==> config.mk <==
export PLATFORM = sky130hd
export DESIGN_NAME = irqf_regs
export DESIGN_NICKNAME = d
export VERILOG_FILES = /design/src/rtl/irqf_pkg.sv /design/src/rtl/irqf_decode.sv /design/src/rtl/irqf_prio_store.sv /design/src/rtl/irqf_ctx_store.sv /design/src/rtl/irqf_regs.sv
export SDC_FILE = /design/constraint.sdc
export NUM_CORES = 1
export LEC_CHECK = 0
export CORE_AREA = 2 2 258 260
export CTS_BUF_LIST = sky130_fd_sc_hd__clkbuf_16
export CTS_CLUSTER_DIAMETER = 200
export DETAILED_ROUTE_END_ITERATION = 7
export DIE_AREA = 0 0 260 262
export PLACE_DENSITY_LB_ADDON = 0.12
export SYNTH_ARGS = -nofsm -noshare
export SYNTH_HDL_FRONTEND = slang
export SYNTH_SLANG_ARGS = --single-unit
export TNS_END_PERCENT = 10
==> constraint.sdc <==
create_clock -name clk -period 11.6 [get_ports clk]
set_clock_uncertainty 0.1 [all_clocks]
set_input_delay 3.48 -clock clk [delete_from_list [all_inputs] [get_ports clk]]
set_output_delay 3.48 -clock clk [all_outputs]
set_load 0.01 [all_outputs]
==> src/rtl/irqf_pkg.sv <==
package irqf_pkg;

    localparam int ADDR_W = 24;

    // Region bases and stride exponents of the sparse map
    localparam logic [ADDR_W-1:0] EN_BASE   = 24'h002000;
    localparam logic [ADDR_W-1:0] CTRL_BASE = 24'h200000;

    typedef enum logic [2:0] {
        RG_NONE,
        RG_PRIO,
        RG_EN,
        RG_THR,
        RG_CLM
    } region_e;

    // unit: source id (priority) or context index (enable / control)
    // sel : enable word index, or control slot number
    typedef struct packed {
        region_e     region;
        logic [13:0] unit;
        logic [9:0]  sel;
    } dec_t;

    function automatic int idx_w(input int n);
        return (n > 1) ? $clog2(n) : 1;
    endfunction

    // Raw map of a word address into region and indices, without range limits
    function automatic dec_t map_addr(input logic [ADDR_W-1:0] a);
        dec_t              d;
        logic [ADDR_W-1:0] w;
        logic [ADDR_W-1:0] off;
        w   = {a[ADDR_W-1:2], 2'b00};
        d   = '{region: RG_NONE, unit: '0, sel: '0};
        off = '0;
        if (w < EN_BASE) begin
            d.region = RG_PRIO;
            d.unit   = {3'b000, w[12:2]};
        end else if (w < CTRL_BASE) begin
            off      = w - EN_BASE;
            d.region = RG_EN;
            d.unit   = off[20:7];
            d.sel    = {5'b00000, off[6:2]};
        end else begin
            off   = w - CTRL_BASE;
            d.unit = {2'b00, off[23:12]};
            d.sel  = off[11:2];
            if (off[11:2] == 10'd0)      d.region = RG_THR;
            else if (off[11:2] == 10'd1) d.region = RG_CLM;
            else                         d.region = RG_NONE;
        end
        return d;
    endfunction

endpackage

==> src/rtl/irqf_decode.sv <==
module irqf_decode
    import irqf_pkg::*;
#(
    parameter int NUM_SRC = 64,
    parameter int NUM_CTX = 4
) (
    input  logic [ADDR_W-1:0] addr,
    output dec_t              dec
);
    localparam int          EN_WORDS = NUM_SRC / 32;
    localparam logic [13:0] SRC_LIM  = 14'(NUM_SRC);
    localparam logic [13:0] CTX_LIM  = 14'(NUM_CTX);
    localparam logic [9:0]  WORD_LIM = 10'(EN_WORDS);

    dec_t raw;

    always_comb begin
        raw = map_addr(addr);
        dec = raw;
        unique case (raw.region)
            RG_PRIO: if (raw.unit == 14'd0 || raw.unit >= SRC_LIM)
                         dec.region = RG_NONE;
            RG_EN:   if (raw.unit >= CTX_LIM || raw.sel >= WORD_LIM)
                         dec.region = RG_NONE;
            RG_THR,
            RG_CLM:  if (raw.unit >= CTX_LIM)
                         dec.region = RG_NONE;
            default: dec.region = RG_NONE;
        endcase
    end

endmodule

==> src/rtl/irqf_prio_store.sv <==
module irqf_prio_store
    import irqf_pkg::*;
#(
    parameter int NUM_SRC = 64,
    parameter int PRIO_W  = 4
) (
    input  logic                      clk,
    input  logic                      rst,
    input  logic                      we,
    input  logic [idx_w(NUM_SRC)-1:0] src,
    input  logic [PRIO_W-1:0]         wdata,
    output logic [PRIO_W-1:0]         rdata,
    output logic [NUM_SRC*PRIO_W-1:0] prio_flat
);
    localparam int SRC_W = idx_w(NUM_SRC);

    logic [PRIO_W-1:0] prio_q [NUM_SRC];

    for (genvar s = 0; s < NUM_SRC; s++) begin : g_src
        always_ff @(posedge clk) begin
            if (rst)
                prio_q[s] <= '0;
            else if (we && src == SRC_W'(s))
                prio_q[s] <= wdata;
        end
        assign prio_flat[s*PRIO_W +: PRIO_W] = prio_q[s];
    end

    assign rdata = prio_q[src];

    // the decoder never steers a write to the absent source 0
    p_prio_no_src0_r2: assert property (@(posedge clk) disable iff (rst)
        we |-> src != '0);

endmodule

==> src/rtl/irqf_ctx_store.sv <==
module irqf_ctx_store
    import irqf_pkg::*;
#(
    parameter int NUM_CTX  = 4,
    parameter int EN_WORDS = 2,
    parameter int PRIO_W   = 4
) (
    input  logic                                clk,
    input  logic                                rst,
    input  logic                                en_we,
    input  logic                                thr_we,
    input  logic [idx_w(NUM_CTX)-1:0]           ctx,
    input  logic [idx_w(EN_WORDS)-1:0]          word,
    input  logic [31:0]                         wdata,
    output logic [31:0]                         en_rdata,
    output logic [PRIO_W-1:0]                   thr_rdata,
    output logic [NUM_CTX*EN_WORDS*32-1:0]      en_flat,
    output logic [NUM_CTX*PRIO_W-1:0]           thr_flat
);
    localparam int CTX_W  = idx_w(NUM_CTX);
    localparam int WORD_W = idx_w(EN_WORDS);
    localparam int ROW_W  = EN_WORDS * 32;

    logic [31:0]       en_q  [NUM_CTX][EN_WORDS];
    logic [PRIO_W-1:0] thr_q [NUM_CTX];

    for (genvar c = 0; c < NUM_CTX; c++) begin : g_ctx
        for (genvar w = 0; w < EN_WORDS; w++) begin : g_word
            // source 0 does not exist: its enable bit cannot be set
            localparam logic [31:0] KEEP = (w == 0) ? 32'hFFFF_FFFE : 32'hFFFF_FFFF;
            always_ff @(posedge clk) begin
                if (rst)
                    en_q[c][w] <= '0;
                else if (en_we && ctx == CTX_W'(c) && word == WORD_W'(w))
                    en_q[c][w] <= wdata & KEEP;
            end
            assign en_flat[c*ROW_W + w*32 +: 32] = en_q[c][w];
        end

        always_ff @(posedge clk) begin
            if (rst)
                thr_q[c] <= '0;
            else if (thr_we && ctx == CTX_W'(c))
                thr_q[c] <= wdata[PRIO_W-1:0];
        end
        assign thr_flat[c*PRIO_W +: PRIO_W] = thr_q[c];

        // a threshold changes only on a write addressed to its own context
        p_thr_hold_r5: assert property (@(posedge clk) disable iff (rst)
            !(thr_we && ctx == CTX_W'(c)) |=> $stable(thr_q[c]));
    end

    assign en_rdata  = en_q[ctx][word];
    assign thr_rdata = thr_q[ctx];

endmodule

==> src/rtl/irqf_regs.sv <==
module irqf_regs
    import irqf_pkg::*;
#(
    parameter int NUM_SRC = 64,
    parameter int NUM_CTX = 4,
    parameter int PRIO_W  = 4,
    localparam int ID_W   = idx_w(NUM_SRC)
) (
    input  logic                      clk,
    input  logic                      rst,
    input  logic                      req_valid,
    output logic                      req_ready,
    input  logic                      req_write,
    input  logic [ADDR_W-1:0]         req_addr,
    input  logic [31:0]               req_wdata,
    output logic                      rsp_valid,
    output logic [31:0]               rsp_rdata,
    input  logic [NUM_CTX*ID_W-1:0]   best_id_flat,
    output logic [NUM_SRC*PRIO_W-1:0] prio_flat,
    output logic [NUM_CTX*NUM_SRC-1:0] enable_flat,
    output logic [NUM_CTX*PRIO_W-1:0] thresh_flat,
    output logic [NUM_CTX-1:0]        claim_strobe,
    output logic [NUM_CTX-1:0]        complete_strobe,
    output logic [ID_W-1:0]           evt_id
);
    localparam int EN_WORDS = NUM_SRC / 32;
    localparam int CTX_W    = idx_w(NUM_CTX);
    localparam int WORD_W   = idx_w(EN_WORDS);

    dec_t                dec;
    logic [CTX_W-1:0]    ctx;
    logic [ID_W-1:0]     src;
    logic [WORD_W-1:0]   word;
    logic [PRIO_W-1:0]   prio_rd;
    logic [31:0]         en_rd;
    logic [PRIO_W-1:0]   thr_rd;
    logic [ID_W-1:0]     best;
    logic [NUM_SRC-1:0]  en_row;
    logic                cmp_ok;
    logic [31:0]         rd_next;
    logic [NUM_CTX-1:0]  ctx_hot;
    logic                do_rd, do_wr;

    logic                rsp_valid_q;
    logic [31:0]         rsp_rdata_q;
    logic [NUM_CTX-1:0]  claim_q, complete_q;
    logic [ID_W-1:0]     evt_id_q;

    assign req_ready = 1'b1;
    assign do_rd     = req_valid && !req_write;
    assign do_wr     = req_valid && req_write;

    irqf_decode #(.NUM_SRC(NUM_SRC), .NUM_CTX(NUM_CTX)) u_decode (
        .addr (req_addr),
        .dec  (dec)
    );

    assign ctx  = dec.unit[CTX_W-1:0];
    assign src  = dec.unit[ID_W-1:0];
    assign word = dec.sel[WORD_W-1:0];

    irqf_prio_store #(.NUM_SRC(NUM_SRC), .PRIO_W(PRIO_W)) u_prio (
        .clk       (clk),
        .rst       (rst),
        .we        (do_wr && dec.region == RG_PRIO),
        .src       (src),
        .wdata     (req_wdata[PRIO_W-1:0]),
        .rdata     (prio_rd),
        .prio_flat (prio_flat)
    );

    irqf_ctx_store #(.NUM_CTX(NUM_CTX), .EN_WORDS(EN_WORDS), .PRIO_W(PRIO_W)) u_ctx (
        .clk       (clk),
        .rst       (rst),
        .en_we     (do_wr && dec.region == RG_EN),
        .thr_we    (do_wr && dec.region == RG_THR),
        .ctx       (ctx),
        .word      (word),
        .wdata     (req_wdata),
        .en_rdata  (en_rd),
        .thr_rdata (thr_rd),
        .en_flat   (enable_flat),
        .thr_flat  (thresh_flat)
    );

    always_comb begin
        best    = best_id_flat[int'(ctx)*ID_W +: ID_W];
        en_row  = enable_flat[int'(ctx)*NUM_SRC +: NUM_SRC];
        cmp_ok  = (req_wdata < 32'(NUM_SRC)) && en_row[req_wdata[ID_W-1:0]];
        for (int c = 0; c < NUM_CTX; c++)
            ctx_hot[c] = (ctx == CTX_W'(c));
        unique case (dec.region)
            RG_PRIO: rd_next = 32'(prio_rd);
            RG_EN:   rd_next = en_rd;
            RG_THR:  rd_next = 32'(thr_rd);
            RG_CLM:  rd_next = 32'(best);
            default: rd_next = '0;
        endcase
    end

    always_ff @(posedge clk) begin
        if (rst) begin
            rsp_valid_q <= 1'b0;
            rsp_rdata_q <= '0;
            claim_q     <= '0;
            complete_q  <= '0;
            evt_id_q    <= '0;
        end else begin
            rsp_valid_q <= req_valid;
            rsp_rdata_q <= do_rd ? rd_next : '0;
            claim_q     <= (do_rd && dec.region == RG_CLM) ? ctx_hot : '0;
            complete_q  <= (do_wr && dec.region == RG_CLM && cmp_ok) ? ctx_hot : '0;
            if (do_rd && dec.region == RG_CLM)
                evt_id_q <= best;
            else if (do_wr && dec.region == RG_CLM && cmp_ok)
                evt_id_q <= req_wdata[ID_W-1:0];
        end
    end

    assign rsp_valid       = rsp_valid_q;
    assign rsp_rdata       = rsp_rdata_q;
    assign claim_strobe    = claim_q;
    assign complete_strobe = complete_q;
    assign evt_id          = evt_id_q;

    // one response per request, none when idle
    p_rsp_next_r11: assert property (@(posedge clk) disable iff (rst)
        req_valid |=> rsp_valid);
    p_rsp_idle_r11: assert property (@(posedge clk) disable iff (rst)
        !req_valid |=> !rsp_valid);
    // at most one context claims, only after a read, carrying the returned id
    p_claim_single_r6: assert property (@(posedge clk) disable iff (rst)
        $onehot0(claim_strobe));
    p_claim_from_read_r6: assert property (@(posedge clk) disable iff (rst)
        |claim_strobe |-> $past(req_valid && !req_write) && rsp_rdata == 32'(evt_id));
    // at most one context completes, only after a write
    p_complete_single_r7: assert property (@(posedge clk) disable iff (rst)
        $onehot0(complete_strobe));
    p_complete_from_write_r7: assert property (@(posedge clk) disable iff (rst)
        |complete_strobe |-> $past(req_valid && req_write) && rsp_rdata == '0);

endmodule

After elaboration in Yosys (flattened, before gate mapping) --
Memory sizes are Yosys's and may differ from the RTL's. Index checks and enable logic that the tools add are counted.
Word-level totals: bits in registers 47, latch bits 0, RAM bits 524, memory bits (read-only) 0, memories 3
Operators by class: add/subtract/negate cells 2, multipliers 1, divide/modulo/power cells 0, order comparisons 8, eq/ne operators 75, shift operators 2, mux-type cells 323, bitwise gates (word level) 81, reduce and logical (&&, ||, !) cells 101
Memory list:
- u_prio.prio_q | words 64, width 4, read ports 65, clocked after Yosys merged registers in 0, write ports 64, RTL line irqf_prio_store.sv:17 | logic [PRIO_W-1:0] prio_q [NUM_SRC];
- u_ctx.en_q | words 4, width 63, read ports 5, clocked after Yosys merged registers in 0, write ports 4, RTL line irqf_ctx_store.sv:24 | logic [31:0] en_q [NUM_CTX][EN_WORDS];
- u_ctx.thr_q | words 4, width 4, read ports 5, clocked after Yosys merged registers in 0, write ports 4, RTL line irqf_ctx_store.sv:25 | logic [PRIO_W-1:0] thr_q [NUM_CTX];
Operators with widths (count):
- 4-bit 2-to-1 mux | 68
- 256-bit by 9-bit indexed part select with 64-bit output | 1
- 1-bit 2-to-1 mux | 231
- 32-bit 2-to-1 mux | 7
- 6-bit equality test (second input constant) | 32
- 32-bit case mux with 4 select lines | 1
- 31-bit 2-to-1 mux | 4
- 6-bit by 5-bit equality test with 1-bit output (second input constant) | 16
- 1-bit logical AND | 89
- 1-bit OR | 76
- 6-bit by 4-bit equality test with 1-bit output (second input constant) | 8
- 32-bit by 7-bit less-than comparator with 1-bit output (second input constant) | 1
- 27-bit 2-to-1 mux | 1
- 6-bit by 3-bit equality test with 1-bit output (second input constant) | 4
- 24-bit by 14-bit less-than comparator with 1-bit output (second input constant) | 1
- 24-bit by 22-bit less-than comparator with 1-bit output (second input constant) | 1
- 24-bit by 6-bit indexed part select with 6-bit output | 1
- 24-bit by 22-bit subtractor with 24-bit output (second input constant) | 1
- 21-bit by 14-bit subtractor with 21-bit output (second input constant) | 1
- 17-bit 2-to-1 mux | 1
- 3-bit 2-to-1 mux | 5
- 14-bit by 3-bit >= comparator with 1-bit output (second input constant) | 1
- 14-bit by 7-bit >= comparator with 1-bit output (second input constant) | 1
- 14-bit zero test | 1
- other kinds (25) | 40

Logic depth before layout (Yosys ltp) --
Gate-level depths: netlist (run 1).
word-level depth 18, depth in mapped cells 16, mapped depth without buffers 13

By module --
From an unflattened synthesis (run 1), not the netlist that was laid out.
Second synthesis, totals: cells, all modules 2204, area, all modules 29655.9 um2
Modules (own cells, without submodules):
- irqf_ctx_store | times used 1, cells an instance 827, area each 12389.4 um2
- irqf_prio_store | times used 1, cells an instance 862, area each 12275.5 um2
- irqf_regs | times used 1, cells an instance 391, area each 4210.3 um2
- irqf_decode | times used 1, cells an instance 124, area each 780.7 um2

Least setup slack after synthesis (run 1) --
No wires, ideal clock.
path kind input-to-reg, start input port req_addr[13], end memory u_ctx.en_q[0][0] (netlist bit) (enable), arrival time 8.219 ns, data required time 11.034 ns, slack 2.815 ns, stages on the path 11, path buffers 3, cell sequence buf_2 -> nor4_2 -> nand4_4 -> clkbuf_1 -> mux2i_1 -> nor2b_1 -> nand3_1 -> nor4_1 -> clkbuf_1 -> nand3_1 -> o21ai_0
RTL lines:
- start: declaration | RTL line irqf_regs.sv:14 | input logic [ADDR_W-1:0] req_addr,
- end: declaration | RTL line irqf_ctx_store.sv:24

Worst setup path after layout (run 1) --
start input port req_addr[13], end register evt_id_q[2] (netlist: evt_id[2])
On the way: longest elaborated chain between the ends 11, elaborated cells on any way between the ends 34, classes of those cells 2 x add/sub; 1 x mul; 5 x order compare; 5 x eq/ne; 2 x shift; 10 x mux; 9 x reduce/logical
Ends and longest elaborated chain:
- parallel branches: the longest is 11 deep, another holds 24-bit by 22-bit subtractor with 24-bit output
- end signal: assignment | RTL line irqf_regs.sv:114 | evt_id_q <= best;
- end signal: assignment | RTL line irqf_regs.sv:116 | evt_id_q <= req_wdata[ID_W-1:0];
- end: declaration | RTL line irqf_regs.sv:47 | logic [ID_W-1:0] evt_id_q;
Several ways; the timed one is not identified. The select of a mux whose other input is x is not followed. A chain may end at the register's enable or synchronous reset.

==> results of run 1 <==
kinds of logic (layout without fill, tap and decap cells):
| group | after synthesis | count (layout) | synth area share (%) |
|---|---|---|---|
| buffers and inverters | 210 | 843 | 3.49 |
| AND/OR/NAND/NOR | 998 | 998 | 17.9 |
| other | 2 | 12 | 0.0288 |
| multiplexers | 26 | 26 | 1.31 |
| flip-flops | 571 | 571 | 64.0 |
| AO/OA/AOI/OAI | 511 | 511 | 13.2 |
| adder cells (fa/ha/maj) | 2 | 2 | 0.0960 |
area by class of cell:
cell class | instances | area (um^2)
Antenna cell | 3 | 7.51
Clock inverter | 50 | 479
Inverter | 30 | 113
Fill cell | 5717 | 29800
Timing Repair Buffer | 702 | 6920
Multi-Input combinational cell | 1546 | 8640
Clock buffer | 61 | 1530
Sequential cell | 571 | 16700
Tap cell | 864 | 1080
Yosys cell counts, types with 24 or more instances:
master    number  area (um^2)
o21ai_0       86          430
nor2_1       399         1500
o22ai_1      236         1480
edfxtp_1     524        15700
clkbuf_1     108          405
dfxtp_1       47          941
a22oi_1       24          180
a21oi_1       44          220
nor3_1        67          335
and2_1       219         1370
a221oi_1      31          272
nand2_1      231          867
inv_1         26         97.6
buf_2         30          150
per-layer routing:
layer | global-route usage (%) | up-vias | wire [um]
li1 | - | 9765 | -
met1 | 45.4 | 11448 | 46100
met2 | 56.8 | 1570 | 57800
met3 | 8.84 | 207 | 14100
met4 | 12.4 | 2 | 4530
met5 | 0 | - | 14
registers in the layout, summed over array words and instances, names as in the netlist:
| signal | count |
|---|---|
| claim_strobe | 4 |
| complete_strobe | 4 |
| evt_id | 6 |
| rsp_rdata | 32 |
| rsp_valid | 1 |
| u_ctx.en_q | 252 |
| u_ctx.thr_q | 16 |
| u_prio.prio_q | 256 |
worst max path at each step:
stage	from	to	cells after the start
floorplan	req_addr[13]	u_ctx.en_q[0][0]	11
global placement	req_addr[13]	complete_strobe[0]	13
detailed placement	req_addr[13]	evt_id[2]	13
CTS	req_addr[13]	evt_id[2]	13
global route	req_addr[13]	complete_strobe[2]	13
finish	req_addr[13]	evt_id[2]	13
per-stage QoR:
step,hold slack (ns),power (mW)
after global placement,0.444,3.15
final,0.474,5.13
after CTS,0.477,5.12
after floorplan,0.465,2.71
after detailed placement,0.462,3.15
after global routing,0.485,5.24
power by group:
| part | internal (mW) | switching, mW |
|---|---|---|
| logic | 0.274 | 0.429 |
| clock network | 1.15 | 0.849 |
| registers | 2.34 | 0.0804 |
| total | 3.77 | 1.36 |
worst min-delay path: stages (launching register included):
cell	delay [ns]
dfxtp_1	0.32
mux2i_1	0.12
a211oi_1	0.08
==> impl_metrics.yaml, run 1 <==
floorplanning:
  coreArea_mm2: 0.0653
  rows: 94
  ioPinCount: 660
  die_h_um: 262
  die_area_mm2: 0.0681
  die_w_um: 260
  initial_utilization_pct: 39.9
worst_setup_path:
  critPathRequiredTime_ns: 12.01
  cp_cell_sequence: "clkdlybuf4s50_1 > nor4_2 > nand4_4 > mux2i_4 > buf_4 > o22ai_1 > nor2_1 > o22ai_1 > o41ai_1 > nand4bb_1 > o32ai_4 > mux2i_1 > a211oi_1"
  startpoint_type: "input port"
  reg2reg_from: "u_ctx.en_q[2][13]"
  r2r_end: "evt_id[2]"
  max_stage_delay_ns: 1.16
  path_common_cell: "o22ai_1"
  crit_slowest_cell: "mux2i_4"
  path_delay_family: "simple AND/OR/NAND/NOR gates"
  reg2reg_depth: 8
  endpoint_kind: "register"
  cp.arrival_ns: 9.74
  critical_path_class: "input port to register"
  reg2reg_slack_ns: 8.24
  critPathBufInv: 2
  worst-path-max-fanout: 54
cts:
  cts_resized: 0
  clock_path_buffers: 3
  cts_buffers: 60
  cts_root_buf: "clkbuf_16"
  clk_pin_slew_ns: 0.06
  cts_tree: "yes"
  clock_latency_ns: 0.64
  cts.sinks: 571
  htreeDepth: 2
  cts_hold_buf: 0
  post_cts_buffers: 0
grt:
  grt_first_pass_wirelength_um: 168000
  grt_pass1_vias: 21959
  grt_use_total_pct: 34.9
  grt_antenna_before_repair: 6
  grt.overflow.total: 0
  grt_max_degree: 96
sta:
  finalCritPeriodShare_pct: 80.4
  relSlewSlack_pct: 17.2
  tns_ns: 0
  max_freq_mhz: 107
  setup_ws_ns: 2.27
  slew_violations: 0
  finalCriticalPeriod_ns: 9.33
  final-hold-violation-count: 0
  finalSetupViolCount: 0
  rsz0062_at_grt: "false"
  worst_slew_pin_slew_ns: 1.24
synth:
  ys_async_sr_fraction_pct: 0
  ys.flop_type: "edfxtp_1"
  syn_area_mm2: 0.0261
  synth_edf_count: 524
  synth_area_per_cell_um2: 11.2
  syn_inst: 2320
  synth_seq_cells: 571
  synth-seq-area-share_pct: 64.0
  ys_warn_count: 0
  synth_cell_types: 79
worst_hold_path:
  hold_end: "evt_id[1]"
  hold_depth: 2
  hp-class: "register to register"
  min_from: "evt_id[1]"
cells_and_area:
  final_common_cell: "clkdlybuf4s50_1"
  drive_above_1_share_pct: 6.72
  postLayoutCoreUtil_pct: 54.3
  design_area_mm2: 0.0354
  layout_common_cells: "clkdlybuf4s50_1 (649), edfxtp_1 (524), nor2_1 (394)"
  area_growth_syn_to_layout_pct: 36.0
  fin_nets: 2997
  instances_no_fill: 3827
place:
  preCtsSetupSlack_ns: 1.89
  io_buffers: 652
  postPlaceCellArea_mm2: 0.0334
  globalplace.congestion: 0.939
  hpwlAfterDp_um: 89700
  dp.cells: 3713
pwr:
  powerDensity_mw_per_mm2: 145
  p_leak_nw: 11.8
  ir_worst_vdd_uv: 110
route:
  dr.first_iter.drc_count: 2840
  vias: 22992
  routed_wl_um: 123000
  drc: 0
  drt.antenna.violating_nets: 0
  routed_wire_length_per_instance_um: 32.0
  vias_per_cell: 6.01
  drt_first_pass_iters: 6
outcome:
  status: "finished clean"
run:
  cap_violations: 0
No activity file was read; power rests on OpenSTA's default activity.
==> run 2, diff against run 1 <==
CORE_AREA = 2 2 259 261   (was 2 2 258 260)
DIE_AREA = 0 0 261 263   (was 0 0 260 262)
clock period = 7.9 ns   (was 11.6 ns; I/O delays follow)
==> impl_metrics.yaml, run 2 (same netlist as run 1, synthesis figures left out) <==
outcome:
  status: "finished clean"
sta:
  max_freq_mhz: 140
  whs_ns: 0.468
  slew_violations: 0
  finalCriticalPeriod_ns: 7.13
  tns_ns: 0
  finalCritPeriodShare_pct: 90.2
  final-hold-violation-count: 0
  setup_ws_ns: 0.774
  rsz0062_at_grt: "false"
  relSlewSlack_pct: 25.9
  worst_slew_pin_slew_ns: 1.09
  finalSetupViolCount: 0
worst_setup_path:
  endpoint_kind: "register"
  startpoint_type: "input port"
  reg2reg_from: "u_ctx.en_q[1][0]"
  r2r_end: "evt_id[5]"
  reg2reg_depth: 9
  endpoint: "evt_id[5]"
  cp.arrival_ns: 7.53
  startpoint: "req_addr[14]"
  critPathRequiredTime_ns: 8.30
  worst-path-max-fanout: 22
  reg2reg_slack_ns: 4.63
  critical_path_class: "input port to register"
grt:
  use_met1_pct: 44.0
  grt_use_total_pct: 34.0
  grt_pass1_vias: 22190
  grt_first_pass_wirelength_um: 167000
  grt.overflow.total: 0
  grtUsageMet2_pct: 55.3
  busiest_layer: "met2"
  grt_max_degree: 79
  grt_antenna_before_repair: 1
  use_met3_pct: 8.57
cts:
  post_cts_buffers: 0
  cts_root_buf: "clkbuf_16"
  clock_latency_ns: 0.65
  cts_buffers: 59
  htreeDepth: 2
  cts_resized: 0
  cts_hold_buf: 0
  cts_tree: "yes"
  cts.sinks: 571
  clk_pin_slew_ns: 0.06
  clock_path_buffers: 3
route:
  dr.first_iter.drc_count: 2693
  routed_wire_length_per_instance_um: 31.1
  routed_wl_um: 120000
  drt_first_pass_iters: 6
  vias: 23034
  drt.antenna.violating_nets: 0
  drc: 0
  vias_per_cell: 5.95
floorplanning:
  die_w_um: 261
  initial_utilization_pct: 39.7
  die_h_um: 263
  die_area_mm2: 0.0686
  coreArea_mm2: 0.0656
  rows: 94
  ioPinCount: 660
cells_and_area:
  drive_above_1_share_pct: 7.91
  design_area_mm2: 0.0357
  postLayoutCoreUtil_pct: 54.5
  largest_reg_flops: 256
  layout_common_cells: "clkdlybuf4s50_1 (649), edfxtp_1 (524), nor2_1 (392)"
  fin_nets: 3043
  area_growth_syn_to_layout_pct: 37.1
  regMostFlops: "u_prio.prio_q"
  instances_no_fill: 3872
  final_common_cell: "clkdlybuf4s50_1"
place:
  preCtsSetupSlack_ns: 0.276
  dp.cells: 3760
  postPlaceCellArea_mm2: 0.0339
  hpwlAfterDp_um: 90000
  io_buffers: 652
  globalplace.congestion: 0.941
worst_hold_path:
  min_from: "evt_id[2]"
  hold_depth: 2
  hp-class: "register to register"
pwr:
  p_leak_nw: 12.0
  ir_worst_vdd_uv: 174
  powerDensity_mw_per_mm2: 203
  report.power.total_mw: 7.26
run:
  cap_violations: 0
-- run 2: changes by cell type in the layout (fill, tap and decap cells not counted), sizes merged --
| cell | previous run | this run |
|---|---|---|
| buf | 53 | 100 |
| bufinv | 9 | 3 |
| clkbuf | 61 | 59 |
| clkinv | 36 | 34 |
| clkinvlp | 2 | 1 |
| diode | 3 | 1 |
| inv | 33 | 44 |
-- run 2: how the worst min path moves through the flow --
stage	end	slack (ns)
global route	evt_id[0]	0.52
CTS	evt_id[2]	0.47
finish	evt_id[2]	0.47
global placement	evt_id[2]	0.45
floorplan	evt_id[0]	0.47
detailed placement	evt_id[2]	0.46
-- run 2: area by class of cell --
| cell class | count | area [um^2] |
|---|---|---|
| Fill cell | 5670 | 29900 |
| Sequential cell | 571 | 16700 |
| Multi-Input combinational cell | 1546 | 8630 |
| Timing Repair Buffer | 749 | 7410 |
| Clock buffer | 59 | 1480 |
| Tap cell | 864 | 1080 |
| Clock inverter | 52 | 342 |
| Inverter | 30 | 113 |
| Antenna cell | 1 | 2.50 |
-- run 2: critical path, stage by stage --
cell and delay, ns:
clkdlybuf4s50_1 0.53, nor4_2 0.52, nand4_4 0.36, mux2i_4 0.96, buf_4 0.41, o22ai_1 0.11, nor2_1 0.37, o22ai_1 0.14
o41ai_1 0.55, buf_4 0.21, nand4_1 0.11, o22ai_1 0.44, nor3b_1 0.12, o31a_1 0.29
-- run 2: layer usage --
layer / up-vias / share of wire [%]
li1: 9863 / -
met1: 11481 / 38
met2: 1486 / 47
met3: 204 / 11
met4: 0 / 3.9
met5: - / 0
-- run 2: report_power, final --
group	internal [mW]	total, mW	switching [mW]
Clock	1.45	2.66	1.21
Combinational	0.424	1.05	0.623
Sequential	3.43	3.55	0.119
==> run 3, diff against run 2 <==
clock period = 5.8 ns   (was 7.9 ns; I/O delays follow)
==> impl_metrics.yaml, run 3 (same netlist as run 1, synthesis figures left out) <==
cells_and_area:
  fillers: 5546
  largest_reg_flops: 256
  seq_area_mm2: 0.0167
  instances_no_fill: 4114
  regMostFlops: "u_prio.prio_q"
  final_common_cell: "clkdlybuf4s50_1"
  multi_input_area_mm2: 0.00863
  area_growth_syn_to_layout_pct: 45.1
  drive_above_1_share_pct: 14.4
  layout_common_cells: "clkdlybuf4s50_1 (649), edfxtp_1 (524), nor2_1 (394)"
  fin_nets: 3282
cts:
  clock_path_buffers: 3
  htreeDepth: 2
  cts.sinks: 571
  cts_tree: "yes"
  post_cts_buffers: 0
  cts_resized: 0
  cts_buffers: 60
  clk_pin_slew_ns: 0.06
  cts_root_buf: "clkbuf_16"
  cts_hold_buf: 0
  clock_latency_ns: 0.65
worst_hold_path:
  min_from: "evt_id[1]"
  hold_depth: 2
  hp-class: "register to register"
  hold_end: "evt_id[1]"
grt:
  grt_first_pass_wirelength_um: 171000
  grt_max_degree: 49
  grt.overflow.total: 0
  grt_use_total_pct: 34.8
  grt_antenna_before_repair: 7
  grt_pass1_vias: 23209
pwr:
  ir_worst_vdd_uv: 263
  report.power.total_mw: 10.2
  p_leak_nw: 13.2
  powerDensity_mw_per_mm2: 269
worst_setup_path:
  startpoint_type: "input port"
  cp_cell_sequence: "clkdlybuf4s50_1 > or3_4 > mux2i_1 > mux2i_4 > buf_4 > buf_4 > o22ai_1 > nor2_1 > buf_4 > o22ai_1 > o41ai_1 > buf_4 > nand4bb_1 > o32ai_4 > mux2i_1 > a211oi_1"
  reg2reg_slack_ns: 2.73
  worst-path-max-fanout: 6
  critical_path_class: "input port to register"
  cp.arrival_ns: 6.10
  reg2reg_from: "u_ctx.en_q[1][46]"
  path_delay_family: "compound AO/OA/AOI/OAI gates"
  endpoint_kind: "register"
  reg2reg_depth: 10
  critPathBufInv: 5
  max_stage_delay_ns: 0.62
  crit_slowest_cell: "o41ai_1"
  critPathRequiredTime_ns: 6.23
  r2r_end: "evt_id[0]"
  path_common_cell: "buf_4"
route:
  drt.antenna.violating_nets: 0
  routed_wl_um: 123000
  vias: 24155
  dr.first_iter.drc_count: 2946
  vias_per_cell: 5.87
  drt_first_pass_iters: 8
  drc: 0
  routed_wire_length_per_instance_um: 29.9
sta:
  worst_slew_pin_slew_ns: 0.813
  finalCriticalPeriod_ns: 5.67
  max_freq_mhz: 176
  finalSetupViolCount: 0
  final-hold-violation-count: 0
  finalCritPeriodShare_pct: 97.7
  slew_violations: 0
  relSlewSlack_pct: 45.7
  rsz0062_at_grt: "false"
place:
  globalplace.congestion: 0.979
  io_buffers: 652
  hpwlAfterDp_um: 94100
  dp.cells: 3998
floorplanning:
  die_w_um: 261
  coreArea_mm2: 0.0656
  initial_utilization_pct: 39.7
  die_h_um: 263
  rows: 94
  ioPinCount: 660
  die_area_mm2: 0.0686
outcome:
  status: "finished clean"
run:
  cap_violations: 0
run 3: cell types whose count changed in the layout (fill, tap and decap cells not counted), sizes merged:
| cell | previous run | this run |
|---|---|---|
| clkbuf | 59 | 61 |
| clkinvlp | 1 | 2 |
| diode | 1 | 4 |
| inv | 44 | 45 |
| buf | 100 | 338 |
| clkinv | 34 | 31 |
run 3: area by class of cell:
type,instances,area share (%)
repair buffers,987,24.9
clock inverters,51,0.913
clock buffers,61,4.04
flip-flops and latches,571,44.1
multi-input cells,1546,22.8
well taps,864,2.86
inverters,30,0.298
diodes,4,0.0265
run 3: through the flow:
step                      instance area (um^2)  setup TNS (ns)  setup slack [ns]  util [%]  hold slack [ns]
after global placement                   35900           -3.07            -0.316      54.7            0.441
after CTS                                37800               0             0.246      57.6            0.470
after global routing                     37800               0           0.00635      57.6            0.501
final                                    37800               0             0.131      57.6            0.471
after floorplan                          26100          -96.82            -0.407         -            0.465
after detailed placement                 35900           -3.25            -0.383      54.7            0.461
run 3: worst register-to-register path, cell delays in order, from the launching register on:
cell       delay, ns
edfxtp_1        0.38
a221oi_2        0.06
a2111oi_4       0.37
buf_4           0.19
a2bb2oi_1       0.28
o2111ai_1       0.18
o221ai_1        0.29
a211oi_2        0.18
o32ai_4         0.52
mux2i_1         0.16
a211oi_1        0.28
run 3: worst max path at each step:
stage	start	to	slack, ns	cells after the start
6_report	req_addr[21]	evt_id[0]	0.13	16
5_1_grt	req_addr[14]	evt_id[2]	0.006	17
4_1_cts	req_addr[14]	rsp_rdata[2]	0.25	17
3_5_place_dp	req_addr[14]	rsp_rdata[2]	-0.38	17
3_3_place_gp	req_addr[14]	rsp_rdata[1]	-0.32	16
2_1_floorplan	req_addr[13]	u_ctx.en_q[0][0]	-0.41	11
run 3: power by group:
group | internal [mW] | total, mW | switching (mW)
Combinational | 0.703 | 1.58 | 0.876
Sequential | 4.68 | 4.85 | 0.176
Clock | 2.04 | 3.72 | 1.68
run 3: routing by layer:
metal | track usage, % | up-vias | wire [um]
li1 | - | 10333 | -
met1 | 46.3 | 11955 | 47500
met2 | 55.6 | 1644 | 57300
met3 | 8.03 | 221 | 13400
met4 | 12.5 | 2 | 4650
met5 | 0 | - | 8
